[src/rtl/aai_wp_pkg.sv]
package aai_wp_pkg;
  localparam int ADDR_BYTES = 3;
  localparam int ADDR_W     = 8 * ADDR_BYTES;
  localparam int BIDX_W     = $clog2(ADDR_BYTES + 3);

  localparam logic [7:0] OP_WREN = 8'h06;
  localparam logic [7:0] OP_WRDI = 8'h04;
  localparam logic [7:0] OP_BYTE = 8'h02;
  localparam logic [7:0] OP_WORD = 8'hAD;
  localparam logic [7:0] OP_STAT = 8'h05;

  typedef enum logic [3:0] {
    PH_IDLE, PH_POLL, PH_WREN_A, PH_LEAD, PH_WORD,
    PH_WRDI_A, PH_WREN_B, PH_TRAIL, PH_WRDI_B
  } ph_t;

  typedef enum logic [2:0] {
    WT_START, WT_LEAD, WT_WORD, WT_WRDI, WT_TRAIL
  } wt_t;

  typedef enum logic [1:0] {LK_IDLE, LK_SEND, LK_WAIT} lk_t;
endpackage

[src/rtl/aai_byte_link.sv]
module aai_byte_link
  import aai_wp_pkg::*;
(
  input  logic       clk,
  input  logic       rst_n,
  input  logic       req_valid,
  input  logic [7:0] req_byte,
  input  logic       req_last,
  output logic       req_idle,
  output logic       rsp_valid,
  output logic [7:0] rsp_byte,
  output logic       tx_valid,
  input  logic       tx_ready,
  output logic [7:0] tx_byte,
  output logic       tx_last,
  input  logic       rx_valid,
  input  logic [7:0] rx_byte
);
  lk_t        st_q;
  logic [7:0] byte_q;
  logic       last_q;

  assign req_idle  = (st_q == LK_IDLE);
  assign tx_valid  = (st_q == LK_SEND);
  assign tx_byte   = byte_q;
  assign tx_last   = last_q;
  assign rsp_valid = (st_q == LK_WAIT) && rx_valid;
  assign rsp_byte  = rx_byte;

  always_ff @(posedge clk or negedge rst_n) begin
    if (!rst_n) begin
      st_q   <= LK_IDLE;
      byte_q <= '0;
      last_q <= 1'b0;
    end else begin
      unique case (st_q)
        LK_IDLE: if (req_valid) begin
          byte_q <= req_byte;
          last_q <= req_last;
          st_q   <= LK_SEND;
        end
        LK_SEND: if (tx_ready) st_q <= LK_WAIT;
        LK_WAIT: if (rx_valid) st_q <= LK_IDLE;
        default: st_q <= LK_IDLE;
      endcase
    end
  end
endmodule

[src/rtl/aai_poll_guard.sv]
module aai_poll_guard #(
  parameter int POLL_LIMIT = 1024
) (
  input  logic clk,
  input  logic rst_n,
  input  logic clr,
  input  logic busy_seen,
  output logic expired
);
  localparam int CW = (POLL_LIMIT > 1) ? $clog2(POLL_LIMIT) : 1;

  generate
    if (POLL_LIMIT <= 1) begin : g_single
      assign expired = busy_seen;
    end else begin : g_count
      logic [CW-1:0] cnt_q;
      assign expired = busy_seen && (cnt_q == CW'(POLL_LIMIT - 1));
      always_ff @(posedge clk or negedge rst_n) begin
        if (!rst_n)         cnt_q <= '0;
        else if (clr)       cnt_q <= '0;
        else if (busy_seen) cnt_q <= cnt_q + 1'b1;
      end
    end
  endgenerate
endmodule

[src/rtl/aai_frame_gen.sv]
module aai_frame_gen
  import aai_wp_pkg::*;
(
  input  ph_t               phase_i,
  input  logic [BIDX_W-1:0] bidx_i,
  input  logic [ADDR_W-1:0] addr_i,
  input  logic              first_i,
  input  logic [7:0]        data_i,
  output logic [7:0]        byte_o,
  output logic              last_o,
  output logic              data_o
);
  localparam int DPOS = ADDR_BYTES + 1;

  logic [ADDR_W-1:0] sh;
  logic              in_addr;

  always_comb begin
    sh      = addr_i >> (8 * (ADDR_BYTES - 32'(bidx_i)));
    in_addr = (bidx_i != '0) && (32'(bidx_i) <= ADDR_BYTES);
    byte_o  = 8'h00;
    last_o  = 1'b0;
    data_o  = 1'b0;
    unique case (phase_i)
      PH_POLL: begin
        byte_o = (bidx_i == '0) ? OP_STAT : 8'h00;
        last_o = (bidx_i == BIDX_W'(1));
      end
      PH_WREN_A, PH_WREN_B: begin
        byte_o = OP_WREN;
        last_o = 1'b1;
      end
      PH_WRDI_A, PH_WRDI_B: begin
        byte_o = OP_WRDI;
        last_o = 1'b1;
      end
      PH_LEAD, PH_TRAIL: begin
        if (bidx_i == '0) byte_o = OP_BYTE;
        else if (in_addr) byte_o = sh[7:0];
        else begin
          byte_o = data_i;
          data_o = 1'b1;
          last_o = 1'b1;
        end
      end
      PH_WORD: begin
        if (bidx_i == '0) byte_o = OP_WORD;
        else if (first_i && in_addr) byte_o = sh[7:0];
        else begin
          byte_o = data_i;
          data_o = 1'b1;
          last_o = first_i ? (bidx_i == BIDX_W'(DPOS + 1)) : (bidx_i == BIDX_W'(2));
        end
      end
      default: ;
    endcase
  end
endmodule

[src/rtl/aai_word_prog.sv]
module aai_word_prog
  import aai_wp_pkg::*;
#(
  parameter int         LEN_W      = 16,
  parameter int         POLL_LIMIT = 1024,
  parameter logic [7:0] BUSY_MASK  = 8'h01
) (
  input  logic              clk,
  input  logic              rst_n,
  input  logic              start,
  input  logic [ADDR_W-1:0] start_addr,
  input  logic [LEN_W-1:0]  start_len,
  output logic              busy,
  output logic              done,
  output logic              error,
  output logic [LEN_W-1:0]  written,
  input  logic              in_valid,
  output logic              in_ready,
  input  logic [7:0]        in_byte,
  output logic              tx_valid,
  input  logic              tx_ready,
  output logic [7:0]        tx_byte,
  output logic              tx_last,
  input  logic              rx_valid,
  input  logic [7:0]        rx_byte
);
  ph_t               phase_q;
  wt_t               wtag_q;
  logic [BIDX_W-1:0] bidx_q;
  logic              await_q;
  logic [ADDR_W-1:0] addr_q;
  logic [LEN_W-1:0]  rem_q;
  logic [LEN_W-1:0]  cnt_q;
  logic              first_q;
  logic              done_q;
  logic              err_q;

  logic [7:0] fr_byte;
  logic       fr_last;
  logic       fr_data;
  logic       link_idle;
  logic       req_valid;
  logic       rsp_valid;
  logic [7:0] rsp_byte;
  logic       stat_busy;
  logic       poll_end;
  logic       guard_exp;
  ph_t        mid_ph;

  assign busy      = (phase_q != PH_IDLE);
  assign done      = done_q;
  assign error     = err_q;
  assign written   = cnt_q;
  assign req_valid = busy && !await_q && (fr_data ? in_valid : 1'b1);
  assign in_ready  = busy && !await_q && fr_data && link_idle;
  assign stat_busy = |(rsp_byte & BUSY_MASK);
  assign poll_end  = rsp_valid && (phase_q == PH_POLL) && fr_last;
  assign mid_ph    = (rem_q >= LEN_W'(2)) ? PH_WORD : PH_WRDI_A;

  aai_frame_gen u_frame (
    .phase_i (phase_q),
    .bidx_i  (bidx_q),
    .addr_i  (addr_q),
    .first_i (first_q),
    .data_i  (in_byte),
    .byte_o  (fr_byte),
    .last_o  (fr_last),
    .data_o  (fr_data)
  );

  aai_byte_link u_link (
    .clk       (clk),
    .rst_n     (rst_n),
    .req_valid (req_valid),
    .req_byte  (fr_byte),
    .req_last  (fr_last),
    .req_idle  (link_idle),
    .rsp_valid (rsp_valid),
    .rsp_byte  (rsp_byte),
    .tx_valid  (tx_valid),
    .tx_ready  (tx_ready),
    .tx_byte   (tx_byte),
    .tx_last   (tx_last),
    .rx_valid  (rx_valid),
    .rx_byte   (rx_byte)
  );

  aai_poll_guard #(.POLL_LIMIT(POLL_LIMIT)) u_guard (
    .clk       (clk),
    .rst_n     (rst_n),
    .clr       (phase_q != PH_POLL),
    .busy_seen (poll_end && stat_busy),
    .expired   (guard_exp)
  );

  always_ff @(posedge clk or negedge rst_n) begin
    if (!rst_n) begin
      phase_q <= PH_IDLE;
      wtag_q  <= WT_START;
      bidx_q  <= '0;
      await_q <= 1'b0;
      addr_q  <= '0;
      rem_q   <= '0;
      cnt_q   <= '0;
      first_q <= 1'b0;
      done_q  <= 1'b0;
      err_q   <= 1'b0;
    end else begin
      done_q <= 1'b0;
      if (in_valid && in_ready) cnt_q <= cnt_q + 1'b1;
      if (!busy) begin
        if (start) begin
          err_q <= 1'b0;
          cnt_q <= '0;
          if (start_len == '0) begin
            done_q <= 1'b1;
          end else begin
            addr_q  <= start_addr;
            rem_q   <= start_len;
            first_q <= 1'b1;
            phase_q <= PH_POLL;
            wtag_q  <= WT_START;
            bidx_q  <= '0;
            await_q <= 1'b0;
          end
        end
      end else if (!await_q) begin
        if (req_valid && link_idle) await_q <= 1'b1;
      end else if (rsp_valid) begin
        await_q <= 1'b0;
        if (!fr_last) begin
          bidx_q <= bidx_q + 1'b1;
        end else begin
          bidx_q <= '0;
          unique case (phase_q)
            PH_POLL: begin
              if (!stat_busy) begin
                unique case (wtag_q)
                  WT_START: phase_q <= PH_WREN_A;
                  WT_LEAD, WT_WORD: phase_q <= mid_ph;
                  WT_WRDI: begin
                    if (rem_q == LEN_W'(1)) phase_q <= PH_WREN_B;
                    else begin
                      phase_q <= PH_IDLE;
                      done_q  <= 1'b1;
                    end
                  end
                  WT_TRAIL: phase_q <= PH_WRDI_B;
                  default:  phase_q <= PH_IDLE;
                endcase
              end else if (guard_exp) begin
                phase_q <= PH_IDLE;
                done_q  <= 1'b1;
                err_q   <= 1'b1;
              end
            end
            PH_WREN_A: phase_q <= addr_q[0] ? PH_LEAD : mid_ph;
            PH_LEAD, PH_TRAIL: begin
              addr_q  <= addr_q + 1'b1;
              rem_q   <= rem_q - 1'b1;
              wtag_q  <= (phase_q == PH_LEAD) ? WT_LEAD : WT_TRAIL;
              phase_q <= PH_POLL;
            end
            PH_WORD: begin
              addr_q  <= addr_q + ADDR_W'(2);
              rem_q   <= rem_q - LEN_W'(2);
              first_q <= 1'b0;
              wtag_q  <= WT_WORD;
              phase_q <= PH_POLL;
            end
            PH_WRDI_A: begin
              wtag_q  <= WT_WRDI;
              phase_q <= PH_POLL;
            end
            PH_WREN_B: phase_q <= PH_TRAIL;
            PH_WRDI_B: begin
              phase_q <= PH_IDLE;
              done_q  <= 1'b1;
            end
            default: phase_q <= PH_IDLE;
          endcase
        end
      end
    end
  end
endmodule

[config.mk]
export PLATFORM = sky130hd
export DESIGN_NAME = aai_word_prog
export DESIGN_NICKNAME = d
export VERILOG_FILES = /design/src/rtl/aai_wp_pkg.sv /design/src/rtl/aai_byte_link.sv /design/src/rtl/aai_poll_guard.sv /design/src/rtl/aai_frame_gen.sv /design/src/rtl/aai_word_prog.sv
export SDC_FILE = /design/constraint.sdc
export NUM_CORES = 1
export LEC_CHECK = 0
export BUFFER_PORTS_ARGS = -buffer_cell sky130_fd_sc_hd__clkbuf_2
export CORE_MARGIN = 4
export CORE_UTILIZATION = 49
export CTS_CLUSTER_SIZE = 8
export DETAILED_ROUTE_END_ITERATION = 10
export GPL_ROUTABILITY_DRIVEN = 0
export GPL_TIMING_DRIVEN = 0
export PLACE_DENSITY_LB_ADDON = 0.2
export SETUP_SLACK_MARGIN = 0.02
export SLEW_MARGIN = 5
export SYNTH_ARGS = -nofsm -noshare
export SYNTH_HDL_FRONTEND = slang
export SYNTH_SLANG_ARGS = --single-unit
[constraint.sdc]
create_clock -name clk -period 8.45 [get_ports clk]
set_input_delay 2.535 -clock clk [delete_from_list [all_inputs] [get_ports clk]]
set_output_delay 2.535 -clock clk [all_outputs]
set_load 0.02 [all_outputs]
==> results of run 1 <==
-- worst min-delay path: stages (launching register included) --
cell and delay, ns:
sky130_fd_sc_hd__dfrtp_1 0.35, sky130_fd_sc_hd__nand2_1 0.05, sky130_fd_sc_hd__o21ai_0 0.06
-- worst paths after layout --
kind                                                from                            end  slack, ns  cells after the start
min                        u_link.tx_byte[7]$_DFFE_PN0P_  u_link.tx_byte[7]$_DFFE_PN0P_       0.49                      2
max                               phase_q[2]$_DFFE_PN0P_                           busy       3.02                      7
max in group asynchronous                          rst_n         addr_q[11]$_DFFE_PN0P_       5.58                      2
max reg2reg                        bidx_q[1]$_DFFE_PN0P_         phase_q[1]$_DFFE_PN0P_       4.99                      8
min in group asynchronous                          rst_n          written[12]$_DFF_PN0_       2.21                      1
min reg2reg                u_link.tx_byte[7]$_DFFE_PN0P_  u_link.tx_byte[7]$_DFFE_PN0P_       0.49                      2
-- stage by stage --
step                setup WS [ns]  power, mW    util
finish                      3.017      2.200  0.5863
detailed placement          3.444      1.764  0.5606
floorplan                   4.058      1.423       -
global placement            3.452      1.734  0.5580
CTS                         3.048      2.177  0.5863
global route                2.921      2.339  0.5863
-- cells by family after synthesis --
| group | share of synthesized area |
|---|---|
| DFF | 0.3890 |
| buffers and inverters | 0.04531 |
| adders and majority gates | 0.02736 |
| xor gates and xnor gates | 0.03740 |
| and+or+nand+nor | 0.2366 |
| muxes | 0.01945 |
| AOI/OAI and AO/OA | 0.2449 |
-- state kept, by name, summed over array words and instances (netlist names), 2 cells and up --
name and count:
rem_q 16, wtag_q 3, u_link.st_q 2, written 16, u_guard.g_count.cnt_q 10, u_link.tx_byte 8
phase_q 4, addr_q 24, bidx_q 3
-- power by group --
group | total [mW] | switching [mW] | internal, mW
Combinational | 1.09 | 0.710 | 0.377
Clock | 0.408 | 0.171 | 0.237
Sequential | 0.704 | 0.148 | 0.556
Total | 2.20 | 1.03 | 1.17
-- cell usage after synthesis, types with 8 or more instances --
| master | count | share of area |
|---|---|---|
| sky130_fd_sc_hd__dfrtp_1 | 91 | 0.39 |
| sky130_fd_sc_hd__nand2_1 | 68 | 0.044 |
| sky130_fd_sc_hd__o21ai_0 | 64 | 0.055 |
| sky130_fd_sc_hd__nor2_1 | 58 | 0.037 |
| sky130_fd_sc_hd__a21oi_1 | 47 | 0.040 |
| sky130_fd_sc_hd__clkbuf_1 | 26 | 0.017 |
| sky130_fd_sc_hd__nor3_1 | 24 | 0.021 |
| sky130_fd_sc_hd__nand3_1 | 21 | 0.018 |
| sky130_fd_sc_hd__inv_1 | 17 | 0.011 |
| sky130_fd_sc_hd__xnor2_1 | 16 | 0.024 |
| sky130_fd_sc_hd__a22oi_1 | 15 | 0.019 |
| sky130_fd_sc_hd__nor4_1 | 15 | 0.016 |
| sky130_fd_sc_hd__o22ai_1 | 15 | 0.016 |
| sky130_fd_sc_hd__nand4_1 | 13 | 0.014 |
| sky130_fd_sc_hd__ha_1 | 12 | 0.026 |
| sky130_fd_sc_hd__and3_1 | 10 | 0.011 |
| sky130_fd_sc_hd__nand2b_1 | 9 | 0.0096 |
| sky130_fd_sc_hd__xor2_1 | 9 | 0.013 |
| sky130_fd_sc_hd__mux2i_1 | 8 | 0.014 |
-- layer usage --
layer,wire (um),global-route usage
met5,0,0
met3,1694,0.06112
met1,7711,0.3525
met4,426,0.08431
met2,8236,0.4176
-- cell type report --
class / instances / area (um^2) / share of cell area
multi-input combinational: 530 / 3312 / 0.4885
sequential: 91 / 2277 / 0.3359
timing repair buffer: 85 / 450.4 / 0.06643
clock buffer: 12 / 246.5 / 0.03635
buffer: 42 / 193.9 / 0.02860
tap: 143 / 178.9 / 0.02639
inverter: 19 / 71.32 / 0.01052
clock inverter: 4 / 50.05 / 0.007381
==> metrics.yaml, run 1 <==
yosys:
  synth_seq_cells: 91
  yosys_cell_types: 78
  synth.yosys.seq_area_share: 0.3890
  postSynthAreaPerCell_um2: 8.584
  synth_nets: 756
  synth-main-ff-cell: "sky130_fd_sc_hd__dfrtp_1"
  syn_area_um2: 5854
  synth_cells: 682
  yosysWarnings: 0
  synth_edf_count: 0
  async_reset_ff_frac: 1.000
timing:
  fin_skew_ns: 0.007446
  grt_setup_unrepaired: "false"
  max_fclk_ghz: 0.1841
  setup_viol: 0
  timing_hold_violations_final: 0
  timing_worst_slew_pin_value_ns: 0.8794
  tns_ns: 0
  final_min_period_over_clock_period: 0.6430
  timing.final.max_slew_violations: 0
  whs_ns: 0.4890
  worst_slew_margin_rel: 0.4126
  min_period_ns: 5.433
worst_setup_path:
  cp.required_ns: 5.92
  worstPathMaxFanout: 10
  critical_path.endpoint_type: "primary output"
  path_type_of_the_worst_setup_path: "flip-flop to primary output"
  slowest_stage: "sky130_fd_sc_hd__buf_1"
  max_stage_delay_ns: 0.55
  crit_buf_inv: 6
  start_kind: "flip-flop"
  crit_path_cell_trace: "buf_4, nor4_4, clkbuf_1, inv_2, clkbuf_1, buf_1, clkbuf_2"
  critical_path_data_arrival_time_ns: 2.90
  worst_path_dominant_cell_family: "buffers and inverters"
  critical-path-top-cell-by-count: "sky130_fd_sc_hd__clkbuf_1"
clock_network:
  post_cts.resized_instances: 0
  clock_tree_from_tritoncts: "yes"
  ctsHtreeMaxLevel: 3
  cts_hold_repair.buffers: 0
  clock_tree.buffer_depth: 2
  cts.sink_count: 91
  cts_root_buf: "sky130_fd_sc_hd__clkbuf_16"
  clk_pin_slew_ns: 0.06
  post_cts.repair.setup_buffers: 0
  worst_skew_pair_latency_ns: 0.35
  cts_made_buffers: 9
grt:
  grt_util_all_layers: 0.2612
  grt_antenna_before_repair: 0
  grt_overflow_total: 0
  grt_pass1_wl_um: 29160
  grt_max_degree: 51
  first_global_vias: 5585
drt:
  detail_route.vias_per_cell: 6.416
  drt-initial-drc-count: 648
  vias: 5941
  drcViolationCount: 0
  route.final.wire_length_um: 18070
  route.antenna.remaining_nets: 0
  drt_pass_1_iters: 5
  wl_per_cell_um: 19.51
placement:
  place.port_buffers: 84
  dpl.hpwl_um: 13260
  placed_cell_area_um2: 6484
  dpl_cells: 910
hold_path:
  hold_path.class: "flip-flop to flip-flop"
floorplan:
  boundaryPins: 92
  die_height_um: 117.3
  area_of_the_placeable_core_um2: 11560
  start_util: 0.5062
  floorplan.die.width_um: 117.3
  fp.dieArea_um2: 13760
  rows: 39
cells_and_area:
  most-common-layout-cells: "91 x sky130_fd_sc_hd__dfrtp_1, 83 x sky130_fd_sc_hd__clkbuf_2, 68 x sky130_fd_sc_hd__nand2_1"
  stdcell_count: 926
  num-fill-cells: 1018
  n_antenna_cell: 0
  net_count_reported_at_finish: 852
  areaGrowthSynthToFinish_pct: 15.82
  leading_cell_type_in_the_layout_fill_and_taps_excluded: "sky130_fd_sc_hd__dfrtp_1"
  final_layout_size_suffix_gt1_frac: 0.1737
  final_cell_area_excluding_filler_cells_um2: 6780
outcome:
  result_of_the_run: "completed"
power:
  power.density_nw_per_um2: 324.4
  worst_voltage_drop_across_the_vdd_grid_uv: 208.2
  leakagePower_nw: 2.829
flow_run:
  cap_violations: 0
No activity file was read; power rests on OpenSTA's default activity.
==> run 2, diff against run 1 <==
--- a/config.mk
+++ b/config.mk
@@ -5,6 +5,7 @@
 export SDC_FILE = /design/constraint.sdc
 export NUM_CORES = 1
 export LEC_CHECK = 0
+export ABC_AREA = 1
 export BUFFER_PORTS_ARGS = -buffer_cell sky130_fd_sc_hd__clkbuf_2
 export CORE_MARGIN = 4
 export CORE_UTILIZATION = 49
==> constraint.sdc (replaced) <==
create_clock -name clk -period 5.45 [get_ports clk]
set_input_delay 1.635 -clock clk [delete_from_list [all_inputs] [get_ports clk]]
set_output_delay 1.635 -clock clk [all_outputs]
set_load 0.02 [all_outputs]
==> run 2 against run 1 <==
First-iteration DRC count down 12%. Count of clock-buffer cells in the layout shrank 2. Critical path type unchanged. Utilization fell by 1.3 points. Area after synthesis grew 14%. Non-clock buffer count fell by 19. Largest power group unchanged.
==> metrics.yaml, run 2 <==
outcome:
  result_of_the_run: "completed"
clock_network:
  post_cts.repair.setup_buffers: 0
  cts.sink_count: 91
  cts_hold_repair.buffers: 0
  clock_tree_from_tritoncts: "yes"
  clk_pin_slew_ns: 0.07
  cts_made_buffers: 9
  clock_tree.buffer_depth: 2
  post_cts.resized_instances: 0
  worst_skew_pair_latency_ns: 0.35
  ctsHtreeMaxLevel: 3
  cts_root_buf: "sky130_fd_sc_hd__clkbuf_16"
cells_and_area:
  num-fill-cells: 1383
  fraction_of_the_core_area_covered_by_cells_at_the_end_of_the_flow: 0.5733
  most-common-layout-cells: "343 x sky130_fd_sc_hd__nand2_1, 116 x sky130_fd_sc_hd__inv_1, 111 x sky130_fd_sc_hd__nor2_1"
  net_count_reported_at_finish: 1204
  n_antenna_cell: 0
  final_cell_area_excluding_filler_cells_um2: 7592
  final_layout_size_suffix_gt1_frac: 0.1348
  largest_reg_flops: 24
  leading_cell_type_in_the_layout_fill_and_taps_excluded: "sky130_fd_sc_hd__nand2_1"
  stdcell_count: 1311
  areaGrowthSynthToFinish_pct: 14.17
  registers.top_by_ff_count: "addr_q"
grt:
  grt_pass1_wl_um: 31460
  first_global_vias: 6264
  grt_overflow_total: 0
  grt_util_all_layers: 0.2471
  grt_antenna_before_repair: 0
  grt_max_degree: 55
worst_setup_path:
  worst_path_dominant_cell_family: "buffers and inverters"
  crit_buf_inv: 3
  worst-r2r-cell-count: 11
  crit_path_cell_trace: "nor2_2, nand2_4, buf_2, buf_1, clkbuf_2"
  crit_end: "busy"
  cp.required_ns: 3.82
  critical_path_data_arrival_time_ns: 2.13
  critical_path.endpoint_type: "primary output"
  max_stage_delay_ns: 0.50
  slowest_stage: "sky130_fd_sc_hd__buf_1"
  crit-reg2reg-capture: "addr_q[7]$_DFFE_PN0P_"
  path_type_of_the_worst_setup_path: "flip-flop to primary output"
  slack_of_the_worst_reg_to_reg_path_ns: 3.27
  worstPathMaxFanout: 10
  critical_path.startpoint: "phase_q[3]$_DFFE_PN0P_"
  logic_depth_of_the_worst_path_buffers_included: 5
  launch_instance_of_the_worst_register_to_register_path: "bidx_q[0]$_DFFE_PN0P_"
  start_kind: "flip-flop"
yosys:
  synth_fa_ha_area_frac: 0.02258
  netlist_top_cells_area: "sky130_fd_sc_hd__dfrtp_1 34%, sky130_fd_sc_hd__nand2_1 19%, sky130_fd_sc_hd__nand3_1 7.9%"
  synth_seq_cells: 91
  yosys_cell_types: 46
  synth_compound_area_frac: 0.1197
  synth-main-ff-cell: "sky130_fd_sc_hd__dfrtp_1"
  synth.mux.area_fraction: 0
  synth_cells: 1034
  synth_simple_gate_area_share: 0.4064
  synth_nets: 1108
  synth.yosys.seq_area_share: 0.3424
  synth_top_family_by_area: "simple AND/OR/NAND/NOR gates"
  synth_common_cells: "343 x sky130_fd_sc_hd__nand2_1, 116 x sky130_fd_sc_hd__inv_1, 111 x sky130_fd_sc_hd__nor2_1, 105 x sky130_fd_sc_hd__nand3_1, 91 x sky130_fd_sc_hd__dfrtp_1"
  yosysWarnings: 0
  postSynthAreaPerCell_um2: 6.431
  synth_largest_area_cell: "sky130_fd_sc_hd__dfrtp_1"
  async_reset_ff_frac: 1.000
  synth_edf_count: 0
  synthMostInstantiatedCell: "sky130_fd_sc_hd__nand2_1"
  syn_area_um2: 6650
  synth_top_cell_area_share: 0.3424
  synthXorXnorAreaFrac: 0.01976
floorplan:
  die_height_um: 124.5
  area_of_the_placeable_core_um2: 13240
  floorplan.die.width_um: 124.5
  start_util: 0.5022
  rows: 42
  boundaryPins: 92
  fp.dieArea_um2: 15500
flow_run:
  cap_violations: 0
drt:
  route.antenna.remaining_nets: 0
  drt_pass_1_iters: 6
  wl_per_cell_um: 14.65
  vias: 6993
  route.final.wire_length_um: 19210
  drcViolationCount: 0
  drt-initial-drc-count: 571
  detail_route.vias_per_cell: 5.334
timing:
  timing_worst_slew_pin_value_ns: 0.8010
  setup_viol: 0
  timing_hold_violations_final: 0
  grt_setup_unrepaired: "false"
  min_period_ns: 3.770
  timing.final.max_slew_violations: 0
  max_fclk_ghz: 0.2653
  fin_skew_ns: 0.008972
  tns_ns: 0
  worst_slew_margin_rel: 0.4660
  final_min_period_over_clock_period: 0.6917
hold_path:
  hold_path.class: "flip-flop to flip-flop"
placement:
  dpl_cells: 1295
  dpl.hpwl_um: 14720
  placed_cell_area_um2: 7313
  place.port_buffers: 84
power:
  leakagePower_nw: 3.887
  worst_voltage_drop_across_the_vdd_grid_uv: 224.3
  power.density_nw_per_um2: 542.3
[run 2: cell type report]
type / instances / area [um^2] / share of cell area
Inverter: 122 / 460.4 / 0.06065
Buffer: 23 / 132.6 / 0.01747
Tap cell: 176 / 220.2 / 0.02900
Clock inverter: 6 / 40.04 / 0.005274
Clock buffer: 10 / 239.0 / 0.03148
Multi-Input combinational cell: 798 / 3780 / 0.4979
Timing Repair Buffer: 85 / 442.9 / 0.05834
Sequential cell: 91 / 2277 / 0.2999
[run 2: report_power, final]
part	internal (mW)	leakage (nW)	switching, mW
Clock	0.322	0.139	0.281
Sequential	0.885	1.20	0.254
Combinational	0.716	2.55	1.66
[run 2: worst min-delay path, stage by stage (launching register included)]
cell and delay (ns):
sky130_fd_sc_hd__dfrtp_1 0.34, sky130_fd_sc_hd__nand2_1 0.05, sky130_fd_sc_hd__nand2_1 0.05
[run 2: cells by family after synthesis]
family,Yosys count
buffers and inverters,145
flip-flops,91
AO/OA/AOI/OAI,148
AND/OR/NAND/NOR,623
XOR/XNOR,15
adder cells (fa/ha/maj),12
[run 2: layer usage]
layer / global-route usage / vias up / share of wire
met5: 0 / - / 0
met4: 0.08575 / 0 / 0.021
met1: 0.3526 / 3207 / 0.46
met2: 0.3849 / 240 / 0.45
li1: - / 3519 / -
met3: 0.03516 / 27 / 0.063
[run 2: stage by stage]
stage	worst slack (ns)	hold slack (ns)	power [mW]
detailed placement	2.066	0.4674	3.494
global route	1.571	0.4978	4.480
CTS	1.684	0.4853	4.105
finish	1.680	0.4783	4.117
floorplan	2.473	0.4646	2.791
global placement	1.490	0.4643	3.457
[run 2: how the worst min path moves through the flow]
| stage | from | cells past startpoint | to |
|---|---|---|---|
| after global routing | u_link.tx_byte[4]$_DFFE_PN0P_ | 2 | u_link.tx_byte[4]$_DFFE_PN0P_ |
| after CTS | u_link.tx_byte[4]$_DFFE_PN0P_ | 2 | u_link.tx_byte[4]$_DFFE_PN0P_ |
| after global placement | u_link.tx_byte[5]$_DFFE_PN0P_ | 2 | u_link.tx_byte[5]$_DFFE_PN0P_ |
| after floorplan | wtag_q[1]$_DFFE_PN0P_ | 2 | wtag_q[1]$_DFFE_PN0P_ |
| final | u_link.tx_byte[4]$_DFFE_PN0P_ | 2 | u_link.tx_byte[4]$_DFFE_PN0P_ |
| after detailed placement | u_link.tx_byte[4]$_DFFE_PN0P_ | 2 | u_link.tx_byte[4]$_DFFE_PN0P_ |
